### src/rtl/tts_pkg.sv
package tts_pkg;
  typedef enum logic [1:0] {
    ST_IDLE  = 2'd0,
    ST_PROBE = 2'd1,
    ST_SCAN  = 2'd2
  } tts_state_e;
endpackage

### src/rtl/tts_rst_sync.sv
module tts_rst_sync (
  input  logic clk,
  input  logic rst_n,
  output logic rst_sync_n
);
  logic [1:0] sync_q;

  always_ff @(posedge clk or negedge rst_n) begin
    if (!rst_n) sync_q <= 2'b00;
    else        sync_q <= {sync_q[0], 1'b1};
  end

  assign rst_sync_n = sync_q[1];
endmodule

### src/rtl/tts_prober.sv
module tts_prober #(
  parameter int MAX_TAPS = 8,
  localparam int TAP_W  = $clog2(MAX_TAPS),
  localparam int NUM_W  = $clog2(MAX_TAPS + 1),
  localparam int SLOTS  = 2 * MAX_TAPS,
  localparam int SLOT_W = $clog2(SLOTS)
) (
  input  logic              clk,
  input  logic              rst_n,
  input  logic              launch,
  input  logic              active,
  input  logic [NUM_W-1:0]  n_taps,
  input  logic              probe_done,
  input  logic              probe_pass,
  output logic [TAP_W-1:0]  probe_tap,
  output logic [SLOTS-1:0]  results,
  output logic              last
);
  logic [SLOT_W-1:0] slot_q, slot_d;
  logic [TAP_W-1:0]  tap_q, tap_d;
  logic [SLOTS-1:0]  res_q, res_d;
  logic [NUM_W:0]    last_slot;
  logic              tap_wrap;
  logic              step;

  assign last_slot = {n_taps, 1'b0} - (NUM_W + 1)'(1);
  assign tap_wrap  = (NUM_W'(tap_q) == n_taps - NUM_W'(1));
  assign step      = active && probe_done;
  assign last      = step && ((NUM_W + 1)'(slot_q) == last_slot);

  always_comb begin
    slot_d = slot_q;
    tap_d  = tap_q;
    res_d  = res_q;
    if (launch) begin
      slot_d = '0;
      tap_d  = '0;
      res_d  = '0;
    end else if (step) begin
      res_d[slot_q] = probe_pass;
      slot_d        = slot_q + SLOT_W'(1);
      tap_d         = tap_wrap ? '0 : tap_q + TAP_W'(1);
    end
  end

  always_ff @(posedge clk or negedge rst_n) begin
    if (!rst_n) begin
      slot_q <= '0;
      tap_q  <= '0;
      res_q  <= '0;
    end else if (launch || step) begin
      slot_q <= slot_d;
      tap_q  <= tap_d;
      res_q  <= res_d;
    end
  end

  assign probe_tap = tap_q;
  assign results   = res_q;

  a_r1_tap_below_count: assert property (@(posedge clk) disable iff (!rst_n)
    active |-> (NUM_W'(tap_q) < n_taps));
  a_r1_slot_below_sweep: assert property (@(posedge clk) disable iff (!rst_n)
    active |-> ((NUM_W + 1)'(slot_q) <= last_slot));
endmodule

### src/rtl/tts_window.sv
module tts_window #(
  parameter int MAX_TAPS = 8,
  parameter int MIN_RUN  = 3,
  localparam int TAP_W  = $clog2(MAX_TAPS),
  localparam int NUM_W  = $clog2(MAX_TAPS + 1),
  localparam int SLOTS  = 2 * MAX_TAPS,
  localparam int SLOT_W = $clog2(SLOTS)
) (
  input  logic              clk,
  input  logic              rst_n,
  input  logic              go,
  input  logic [NUM_W-1:0]  n_taps,
  input  logic [SLOTS-1:0]  raw,
  output logic              fin,
  output logic              win_ok,
  output logic [TAP_W-1:0]  win_tap
);
  logic [SLOT_W:0]   two_n, n_ext;
  logic [SLOTS-1:0]  ones, valid, merged;
  logic [SLOT_W-1:0] idx_q, idx_d;
  logic [SLOT_W:0]   run_q, run_d, run_new;
  logic [SLOT_W:0]   best_len_q, best_len_d;
  logic [SLOT_W-1:0] best_start_q, best_start_d;
  logic              scanning_q, scanning_d;
  logic              fin_q, fin_d;
  logic              cur_bit, at_end;
  logic [SLOT_W+1:0] twice_mid;
  logic [SLOT_W:0]   mid, folded;

  assign two_n  = (SLOT_W + 1)'({n_taps, 1'b0});
  assign n_ext  = (SLOT_W + 1)'(n_taps);
  assign ones   = '1;
  assign valid  = ~(ones << two_n);
  assign merged = raw & ((raw >> n_taps) | (raw << n_taps)) & valid;

  assign cur_bit = merged[idx_q];
  assign run_new = cur_bit ? run_q + (SLOT_W + 1)'(1) : '0;
  assign at_end  = ((SLOT_W + 1)'(idx_q) == two_n - (SLOT_W + 1)'(1));

  always_comb begin
    idx_d        = idx_q;
    run_d        = run_q;
    best_len_d   = best_len_q;
    best_start_d = best_start_q;
    scanning_d   = scanning_q;
    fin_d        = 1'b0;
    if (go) begin
      idx_d        = '0;
      run_d        = '0;
      best_len_d   = '0;
      best_start_d = '0;
      scanning_d   = 1'b1;
    end else if (scanning_q) begin
      run_d = run_new;
      if (cur_bit && (run_new > best_len_q)) begin
        best_len_d   = run_new;
        best_start_d = idx_q - run_q[SLOT_W-1:0];
      end
      if (at_end) begin
        scanning_d = 1'b0;
        fin_d      = 1'b1;
      end else begin
        idx_d = idx_q + SLOT_W'(1);
      end
    end
  end

  always_ff @(posedge clk or negedge rst_n) begin
    if (!rst_n) begin
      idx_q        <= '0;
      run_q        <= '0;
      best_len_q   <= '0;
      best_start_q <= '0;
      scanning_q   <= 1'b0;
      fin_q        <= 1'b0;
    end else begin
      fin_q <= fin_d;
      if (go || scanning_q) begin
        idx_q        <= idx_d;
        run_q        <= run_d;
        best_len_q   <= best_len_d;
        best_start_q <= best_start_d;
        scanning_q   <= scanning_d;
      end
    end
  end

  assign twice_mid = (SLOT_W + 2)'({best_start_q, 1'b0}) + (SLOT_W + 2)'(best_len_q)
                   - (SLOT_W + 2)'(1);
  assign mid       = (SLOT_W + 1)'(twice_mid[SLOT_W+1:1]);
  assign folded    = (mid >= n_ext) ? mid - n_ext : mid;

  assign fin     = fin_q;
  assign win_ok  = (best_len_q >= (SLOT_W + 1)'(MIN_RUN));
  assign win_tap = TAP_W'(folded);

  a_r3_best_fits_sweep: assert property (@(posedge clk) disable iff (!rst_n)
    scanning_q |-> (best_len_q <= two_n));
  a_r3_run_within_index: assert property (@(posedge clk) disable iff (!rst_n)
    scanning_q |-> (run_q <= (SLOT_W + 1)'(idx_q)));
  a_r4_centre_in_range: assert property (@(posedge clk) disable iff (!rst_n)
    (fin_q && win_ok) |-> ((SLOT_W + 1)'(win_tap) < n_ext));
endmodule

### src/rtl/tap_tune_select.sv
module tap_tune_select
  import tts_pkg::*;
#(
  parameter int MAX_TAPS = 8,
  parameter int MIN_RUN  = 3,
  localparam int TAP_W  = $clog2(MAX_TAPS),
  localparam int NUM_W  = $clog2(MAX_TAPS + 1),
  localparam int SLOTS  = 2 * MAX_TAPS
) (
  input  logic             clk,
  input  logic             rst_n,
  input  logic             start,
  input  logic [NUM_W-1:0] tap_count,
  output logic             probe_req,
  output logic [TAP_W-1:0] probe_tap,
  input  logic             probe_done,
  input  logic             probe_pass,
  output logic             busy,
  output logic             done,
  output logic             tune_ok,
  output logic             tune_err,
  output logic             unsupported,
  output logic [TAP_W-1:0] tap_set,
  output logic             auto_retune_en,
  output logic             clear_corr
);
  logic             rst_q_n;
  tts_state_e       state_q, state_d;
  logic [NUM_W-1:0] n_q, n_d;
  logic [TAP_W-1:0] tap_q, tap_d;
  logic             auto_q, auto_d;
  logic             ok_q, ok_d, err_q, err_d, uns_q, uns_d;
  logic             done_q, done_d, clr_q, clr_d;
  logic             launch, win_go;
  logic             probe_last, win_fin, win_ok;
  logic [TAP_W-1:0] win_tap;
  logic [SLOTS-1:0] results;

  tts_rst_sync u_rst (
    .clk        (clk),
    .rst_n      (rst_n),
    .rst_sync_n (rst_q_n)
  );

  tts_prober #(.MAX_TAPS(MAX_TAPS)) u_prober (
    .clk        (clk),
    .rst_n      (rst_q_n),
    .launch     (launch),
    .active     (state_q == ST_PROBE),
    .n_taps     (n_q),
    .probe_done (probe_done),
    .probe_pass (probe_pass),
    .probe_tap  (probe_tap),
    .results    (results),
    .last       (probe_last)
  );

  tts_window #(.MAX_TAPS(MAX_TAPS), .MIN_RUN(MIN_RUN)) u_window (
    .clk     (clk),
    .rst_n   (rst_q_n),
    .go      (win_go),
    .n_taps  (n_q),
    .raw     (results),
    .fin     (win_fin),
    .win_ok  (win_ok),
    .win_tap (win_tap)
  );

  always_comb begin
    state_d = state_q;
    n_d     = n_q;
    tap_d   = tap_q;
    auto_d  = auto_q;
    ok_d    = ok_q;
    err_d   = err_q;
    uns_d   = uns_q;
    done_d  = 1'b0;
    clr_d   = 1'b0;
    launch  = 1'b0;
    win_go  = 1'b0;
    case (state_q)
      ST_IDLE: begin
        if (start) begin
          n_d    = tap_count;
          auto_d = 1'b0;
          ok_d   = 1'b0;
          err_d  = 1'b0;
          uns_d  = 1'b0;
          if (tap_count == '0) begin
            uns_d  = 1'b1;
            done_d = 1'b1;
          end else if (tap_count > NUM_W'(MAX_TAPS)) begin
            err_d  = 1'b1;
            done_d = 1'b1;
          end else begin
            state_d = ST_PROBE;
            launch  = 1'b1;
          end
        end
      end
      ST_PROBE: begin
        if (probe_last) begin
          state_d = ST_SCAN;
          win_go  = 1'b1;
        end
      end
      ST_SCAN: begin
        if (win_fin) begin
          state_d = ST_IDLE;
          done_d  = 1'b1;
          if (win_ok) begin
            tap_d  = win_tap;
            auto_d = 1'b1;
            ok_d   = 1'b1;
            clr_d  = 1'b1;
          end else begin
            err_d  = 1'b1;
          end
        end
      end
      default: state_d = ST_IDLE;
    endcase
  end

  always_ff @(posedge clk or negedge rst_q_n) begin
    if (!rst_q_n) begin
      state_q <= ST_IDLE;
      n_q     <= '0;
      tap_q   <= '0;
      auto_q  <= 1'b0;
      ok_q    <= 1'b0;
      err_q   <= 1'b0;
      uns_q   <= 1'b0;
      done_q  <= 1'b0;
      clr_q   <= 1'b0;
    end else begin
      state_q <= state_d;
      n_q     <= n_d;
      tap_q   <= tap_d;
      auto_q  <= auto_d;
      ok_q    <= ok_d;
      err_q   <= err_d;
      uns_q   <= uns_d;
      done_q  <= done_d;
      clr_q   <= clr_d;
    end
  end

  assign probe_req      = (state_q == ST_PROBE);
  assign busy           = (state_q != ST_IDLE);
  assign done           = done_q;
  assign tune_ok        = ok_q;
  assign tune_err       = err_q;
  assign unsupported    = uns_q;
  assign tap_set        = tap_q;
  assign auto_retune_en = auto_q;
  assign clear_corr     = clr_q;

  a_r8_retune_off_while_busy: assert property (@(posedge clk) disable iff (!rst_q_n)
    busy |-> !auto_retune_en);
  a_r9_clear_only_on_success: assert property (@(posedge clk) disable iff (!rst_q_n)
    clear_corr |-> (done && tune_ok));
  a_r5_error_keeps_tap: assert property (@(posedge clk) disable iff (!rst_q_n)
    (done && tune_err) |-> $stable(tap_set));
  a_r6_unsupported_no_probe: assert property (@(posedge clk) disable iff (!rst_q_n)
    unsupported |-> !probe_req);
  a_r4_single_outcome: assert property (@(posedge clk) disable iff (!rst_q_n)
    $onehot0({tune_ok, tune_err, unsupported}));
  a_r10_busy_start_keeps_count: assert property (@(posedge clk) disable iff (!rst_q_n)
    (busy && start) |=> $stable(n_q));
endmodule

### config.mk
export PLATFORM = sky130hd
export DESIGN_NAME = tap_tune_select
export DESIGN_NICKNAME = d
export VERILOG_FILES = /design/src/rtl/tts_pkg.sv /design/src/rtl/tts_rst_sync.sv /design/src/rtl/tts_prober.sv /design/src/rtl/tts_window.sv /design/src/rtl/tap_tune_select.sv
export SDC_FILE = /design/constraint.sdc
export NUM_CORES = 1
export LEC_CHECK = 0
export BUFFER_PORTS_ARGS = -buffer_cell sky130_fd_sc_hd__buf_2
export CAP_MARGIN = 20
export CORE_MARGIN = 5
export CORE_UTILIZATION = 70
export CTS_BUF_LIST = sky130_fd_sc_hd__clkbuf_8
export CTS_CLUSTER_DIAMETER = 100
export DETAILED_ROUTE_END_ITERATION = 10
export MAX_ROUTING_LAYER = met4
export PLACE_DENSITY = 0.89
export REMOVE_ABC_BUFFERS = 1
export SLEW_MARGIN = 20
export SYNTH_ARGS = -nofsm -noshare
export SYNTH_HDL_FRONTEND = slang
export SYNTH_HIERARCHICAL = 1
export SYNTH_SLANG_ARGS = --single-unit
export TNS_END_PERCENT = 10
### constraint.sdc
create_clock -name clk -period 3.75 [get_ports clk]
set_input_delay 0.1875 -clock clk [delete_from_list [all_inputs] [get_ports clk]]
set_output_delay 0.1875 -clock clk [all_outputs]
set_load 0.1 [all_outputs]
==> flow_metrics.env, run 1 <==
export IMPL_grt_max_degree=35
export IMPL_grt_total_usage=0.7746
export IMPL_cts_max_level=3
export IMPL_worst_endpoint_kind="register data pin"
export IMPL_num_rows=32
export IMPL_worst_endpoint="u_window/best_start_q[0]$_DFFE_PN0P_/D"
export IMPL_place_hpwl_um=12060
export IMPL_io_pins=23
export IMPL_synth_edf_count=0
export IMPL_error_line="[ERROR GRT-0232] Routing congestion too high. Check the congestion heatmap in the GUI."
export IMPL_async_flop_share=1.000
export IMPL_yosys_area_share_simple=0.2077
export IMPL_synth_adder_area_share=0.08473
export IMPL_ys_seq_area_frac=0.2717
export IMPL_synth_top_family_by_area="simple AND/OR/NAND/NOR gates"
export IMPL_synth_area_mm2=0.005434
export IMPL_gr_total_overflow=33
export IMPL_synth_warnings=6
export IMPL_avgSynthCellArea_um2=8.764
export IMPL_stop_stage="global routing"
export IMPL_die_h_um=98.11
export IMPL_preCtsSetupSlack_ns=-0.4807
export IMPL_cts_root_buffer="clkbuf_8"
export IMPL_muxShareOfSynthArea=0.1437
export IMPL_gp_congestion=1.218
export IMPL_cts_sinks=59
export IMPL_start_util=0.7106
export IMPL_cts_buffer_depth=2
export IMPL_ys_ff_latch=59
export IMPL_die_w_um=98.11
export IMPL_io_buffers=22
export IMPL_synth_compound_area_frac=0.1764
export IMPL_ys_types=80
export IMPL_numCtsBuffers=9
export IMPL_status="aborted with a tool error"
export IMPL_synth_flop_cell="dfrtp_1"
export IMPL_synth_xor_area_share=0.04329
export IMPL_synthCells=620
export IMPL_place_inst=791
==> timing repair <==
item,CTS
gates cloned,3
pin swaps,11
setup endpoints to repair,9
endpoints found under the hold margin,2
setup buffers,14
hold buffers,1
resized for setup,28
==> logic make-up after synthesis <==
logic type / after synthesis
AO/OA/AOI/OAI: 133
buffers and inverters: 82
XOR/XNOR: 26
flip-flops: 59
multiplexers: 64
AND/OR/NAND/NOR: 220
other: 1
adder cells (fa/ha/maj): 35
==> per-stage QoR <==
stage	area [µm²]	TNS (ns)
after CTS	6734	-3.840
after detailed placement	6188	-4.094
after floorplan	5182	-17.69
after global placement	6188	-2.103
==> cells in the mapped netlist, types with 4 or more instances <==
cell      instances  area [µm²]
buf_4             6       45.04
a21oi_1          30       150.1
nand2_1          51       191.4
nor3_1           17       85.08
nand3b_1          6       45.04
mux2i_1          30       300.3
xnor2_1          13       113.9
buf_1             4       15.01
buf_2             9       45.04
o22ai_1           4       25.02
o21ai_0          22       110.1
ha_1             32       400.4
nor2b_1          13       81.33
a211o_1           4       35.03
mux4_2            6       135.1
o211ai_1          5       37.54
buf_6             5       56.30
o31ai_1           4       30.03
clkbuf_1         20       75.07
xor2_1           12       105.1
mux2_2           16       180.2
mux2_1            4       45.04
nor2_1           55       206.5
and2_1            4       25.02
a21o_1            8       60.06
nand4_1          11       68.82
inv_1            34       127.6
a211oi_1          6       45.04
o21ai_1           4       20.02
or2_2             5       31.28
nand3_1          17       85.08
nand2b_1         17       106.4
dfrtp_1          59        1476
mux2_4            8       120.1
a31oi_1           4       25.02
==> layer usage <==
metal	global-route usage	GRT overflow
met5	-	-
met4	0.7242	17
met3	0.6421	0
met2	0.9016	15
met1	0.7701	1
==> inputs of run 2 (changes only) <==
- CORE_UTILIZATION: 70 -> 40
- CTS_BUF_LIST: sky130_fd_sc_hd__clkbuf_8 -> default
- CTS_CLUSTER_DIAMETER: 100 -> default
- MAX_ROUTING_LAYER: met4 -> default
- PLACE_DENSITY: 0.89 -> default
- PLACE_DENSITY_LB_ADDON: default -> 0.15
==> run 2 against run 1 <==
  * Synthesized cell count stayed put
  * The flow now finishes, with violations (negative setup slack)
  * Synthesized area unchanged
==> flow_metrics.env, run 2 <==
export IMPL_drt_iter0_drc=420
export IMPL_numCtsBuffers=9
export IMPL_fin_skew_ns=0.008592
export IMPL_largest_reg_flops=16
export IMPL_rsz0062_at_grt="yes"
export IMPL_syn2layout_area_growth_pct=27.01
export IMPL_grt_max_degree=31
export IMPL_clkTransAtPathRegs_ns=0.06
export IMPL_irDropWorstVdd_mv=0.6609
export IMPL_grt_pass1_vias=5286
export IMPL_status="finished with violations"
export IMPL_crit_path_start="n_q[0]"
export IMPL_vias=5135
export IMPL_synth_flop_cell="dfrtp_1"
export IMPL_critPathCapture="u_window/best_len_q[2]"
export IMPL_cp_start_kind="flip-flop"
export IMPL_gr_total_overflow=0
export IMPL_final_cell_mix="buf_4, dfrtp_1, nor2_1, nand2_1, inv_1"
export IMPL_synth_most_common_cell="dfrtp_1"
export IMPL_async_flop_share=1.000
export IMPL_timing_rr_end="u_window/best_len_q[2]"
export IMPL_max_freq_mhz=240.1
export IMPL_slew_violations=0
export IMPL_ys_ff_latch=59
export IMPL_route_detailed_drc=0
export IMPL_max_slew_margin=0.5710
export IMPL_cp_max_fo=15
export IMPL_post_route_period_util=1.111
export IMPL_die_h_um=126.6
export IMPL_setup_ws_ns=-0.4157
export IMPL_place_inst=896
export IMPL_start_util=0.4087
export IMPL_critPathKind="reg2reg"
export IMPL_place_hpwl_um=12920
export IMPL_cts_root_buffer="clkbuf_16"
export IMPL_nets=781
export IMPL_final_cell_count_no_fill=918
export IMPL_cts_sinks=59
export IMPL_utilization=0.5191
export IMPL_reg2reg_from="n_q[0]"
export IMPL_num_rows=42
export IMPL_worstPathRequired_ns=3.97
export IMPL_gp_congestion=0.9253
export IMPL_ys_types=80
export IMPL_maxCapViolCount=0
export IMPL_period_needed_ns=4.166
export IMPL_diodes=0
export IMPL_antenna_found_initial=0
export IMPL_whs_ns=0.07044
export IMPL_synthCells=620
export IMPL_p_leak_nw=3.176
export IMPL_io_buffers=22
export IMPL_cts_buffer_depth=2
export IMPL_setup_viol_count_final=9
export IMPL_final_common_cell="buf_4"
export IMPL_core_area_mm2=0.01330
export IMPL_die_area_mm2=0.01602
export IMPL_first_pass_iters=5
export IMPL_synth_area_mm2=0.005434
export IMPL_tritoncts="yes"
export IMPL_reg2reg_slack_ns=-0.42
export IMPL_end_kind="flip-flop"
export IMPL_max_slew_worst_pin_slew_ns=0.6436
export IMPL_avgRoutedWirePerCell_um=18.63
export IMPL_critPathArrivalTime_ns=4.39
export IMPL_hold_violations=0
export IMPL_synth_top_area_cell="dfrtp_1"
export IMPL_dpl_cell_area_mm2=0.006501
export IMPL_grt_pass1_wl_um=27660
export IMPL_synthTopCellsByCount="dfrtp_1, nor2_1, nand2_1"
export IMPL_yosysTopAreaCellShare=0.2717
export IMPL_grt_total_usage=0.2163
export IMPL_die_w_um=126.6
export IMPL_io_pins=23
export IMPL_min_path_type="in2reg"
export IMPL_ant_nets=0
export IMPL_synth_area_leaders="dfrtp_1, ha_1, mux2i_1, nor2_1, nand2_1"
export IMPL_avgSynthCellArea_um2=8.764
export IMPL_synth_warnings=6
export IMPL_setup_tns_ns=-3.424
export IMPL_r2r_cells=20
export IMPL_ys_seq_area_frac=0.2717
export IMPL_wl_um=17100
export IMPL_power_density_mw_per_mm2=1006
export IMPL_design_area_mm2=0.006902
export IMPL_layout_drive_gt1_share=0.3005
export IMPL_via_per_inst=5.594
export IMPL_cts_max_level=3
export IMPL_failed_checks="negative setup slack"
export IMPL_synth_edf_count=0
export IMPL_insertion_delay_ns=0.34
==> run 2: cell counts after synthesis <==
Identical to the previous run, type by type.
==> run 2: area by class of cell <==
| type | count | area, µm² |
|---|---|---|
| Clock buffer | 9 | 225.2 |
| Clock inverter | 7 | 100.1 |
| Fill cell | 1246 | 6394 |
| Inverter | 37 | 138.9 |
| Multi-Input combinational cell | 479 | 3585 |
| Sequential cell | 59 | 1479 |
| Tap cell | 176 | 220.2 |
| Timing Repair Buffer | 151 | 1154 |
==> run 2: metrics by stage <==
| step | total power (W) | setup WS (ns) |
|---|---|---|
| after floorplan | 0.004018 | -1.659 |
| after detailed placement | 0.005906 | -0.5117 |
| after global routing | 0.007478 | -0.5694 |
| final | 0.006945 | -0.4157 |
| after global placement | 0.005863 | -0.5888 |
| after CTS | 0.006930 | -0.3600 |
==> run 2: critical path, stage by stage (launching register included) <==
cell       delay (ns)
dfrtp_2          0.41
buf_12           0.14
buf_12           0.15
mux2i_2          0.17
mux2i_1          0.20
a2111oi_0        0.08
or4_1            0.52
and3_1           0.17
a311o_1          0.33
and2_4           0.15
buf_4            0.13
or2_1            0.20
ha_1             0.18
nor2b_1          0.10
o21ai_1          0.07
nand2b_1         0.07
a21oi_1          0.07
nor2_1           0.12
o221ai_2         0.14
a21oi_4          0.31
mux2_4           0.33
==> run 2: kinds of logic (layout without fill, tap and decap cells) <==
kind of cell    count (synthesis)  in the layout  share of synthesized area
fa+ha+maj                      35             35                    0.08473
buf+inv                        82            204                    0.07184
other cells                     1              1                  0.0006901
simple gates                  220            220                     0.2077
mux                            64             64                     0.1437
flops                          59             59                     0.2717
xor+xnor                       26             26                    0.04329
compound gates                133            133                     0.1764
==> run 2: worst min path at each step <==
| stage | from | to | slack, ns | cells after the start |
|---|---|---|---|---|
| after floorplan | rst_n | u_rst/sync_q[0] | -0.11 | 0 |
| after global placement | rst_n | u_rst/sync_q[0] | -0.03 | 1 |
| after detailed placement | rst_n | u_rst/sync_q[0] | -0.03 | 1 |
| after CTS | tap_count[1] | n_q[1] | 0.06 | 3 |
| after global routing | tap_count[2] | n_q[2] | 0.08 | 3 |
| final | tap_count[2] | n_q[2] | 0.07 | 3 |
==> run 2: layer usage <==
| metal | up-vias | wire, µm | GRT usage |
|---|---|---|---|
| li1 | 2465 | - | - |
| met1 | 2465 | 7798 | 0.2966 |
| met2 | 178 | 7788 | 0.3375 |
| met3 | 27 | 1060 | 0.04077 |
| met4 | 0 | 456 | 0.08454 |
| met5 | - | 0 | 0 |
==> run 2: report_power, final <==
group	switching, W	internal, W	leakage (nW)
Sequential	0.000375	0.000862	0.753
Clock	0.000326	0.000587	0.160
Combinational	0.00254	0.00225	2.26
==> run 2: timing repair <==
action / in CTS / in global routing
gates resized for setup: 7 / 0
endpoints found under the hold margin: 2 / 0
pin swaps: 2 / 1
buffers inserted: 5 / 0
hold buffers: 1 / 0
endpoints found under the setup margin: 9 / 9
No activity file was read; power rests on OpenSTA's default activity.
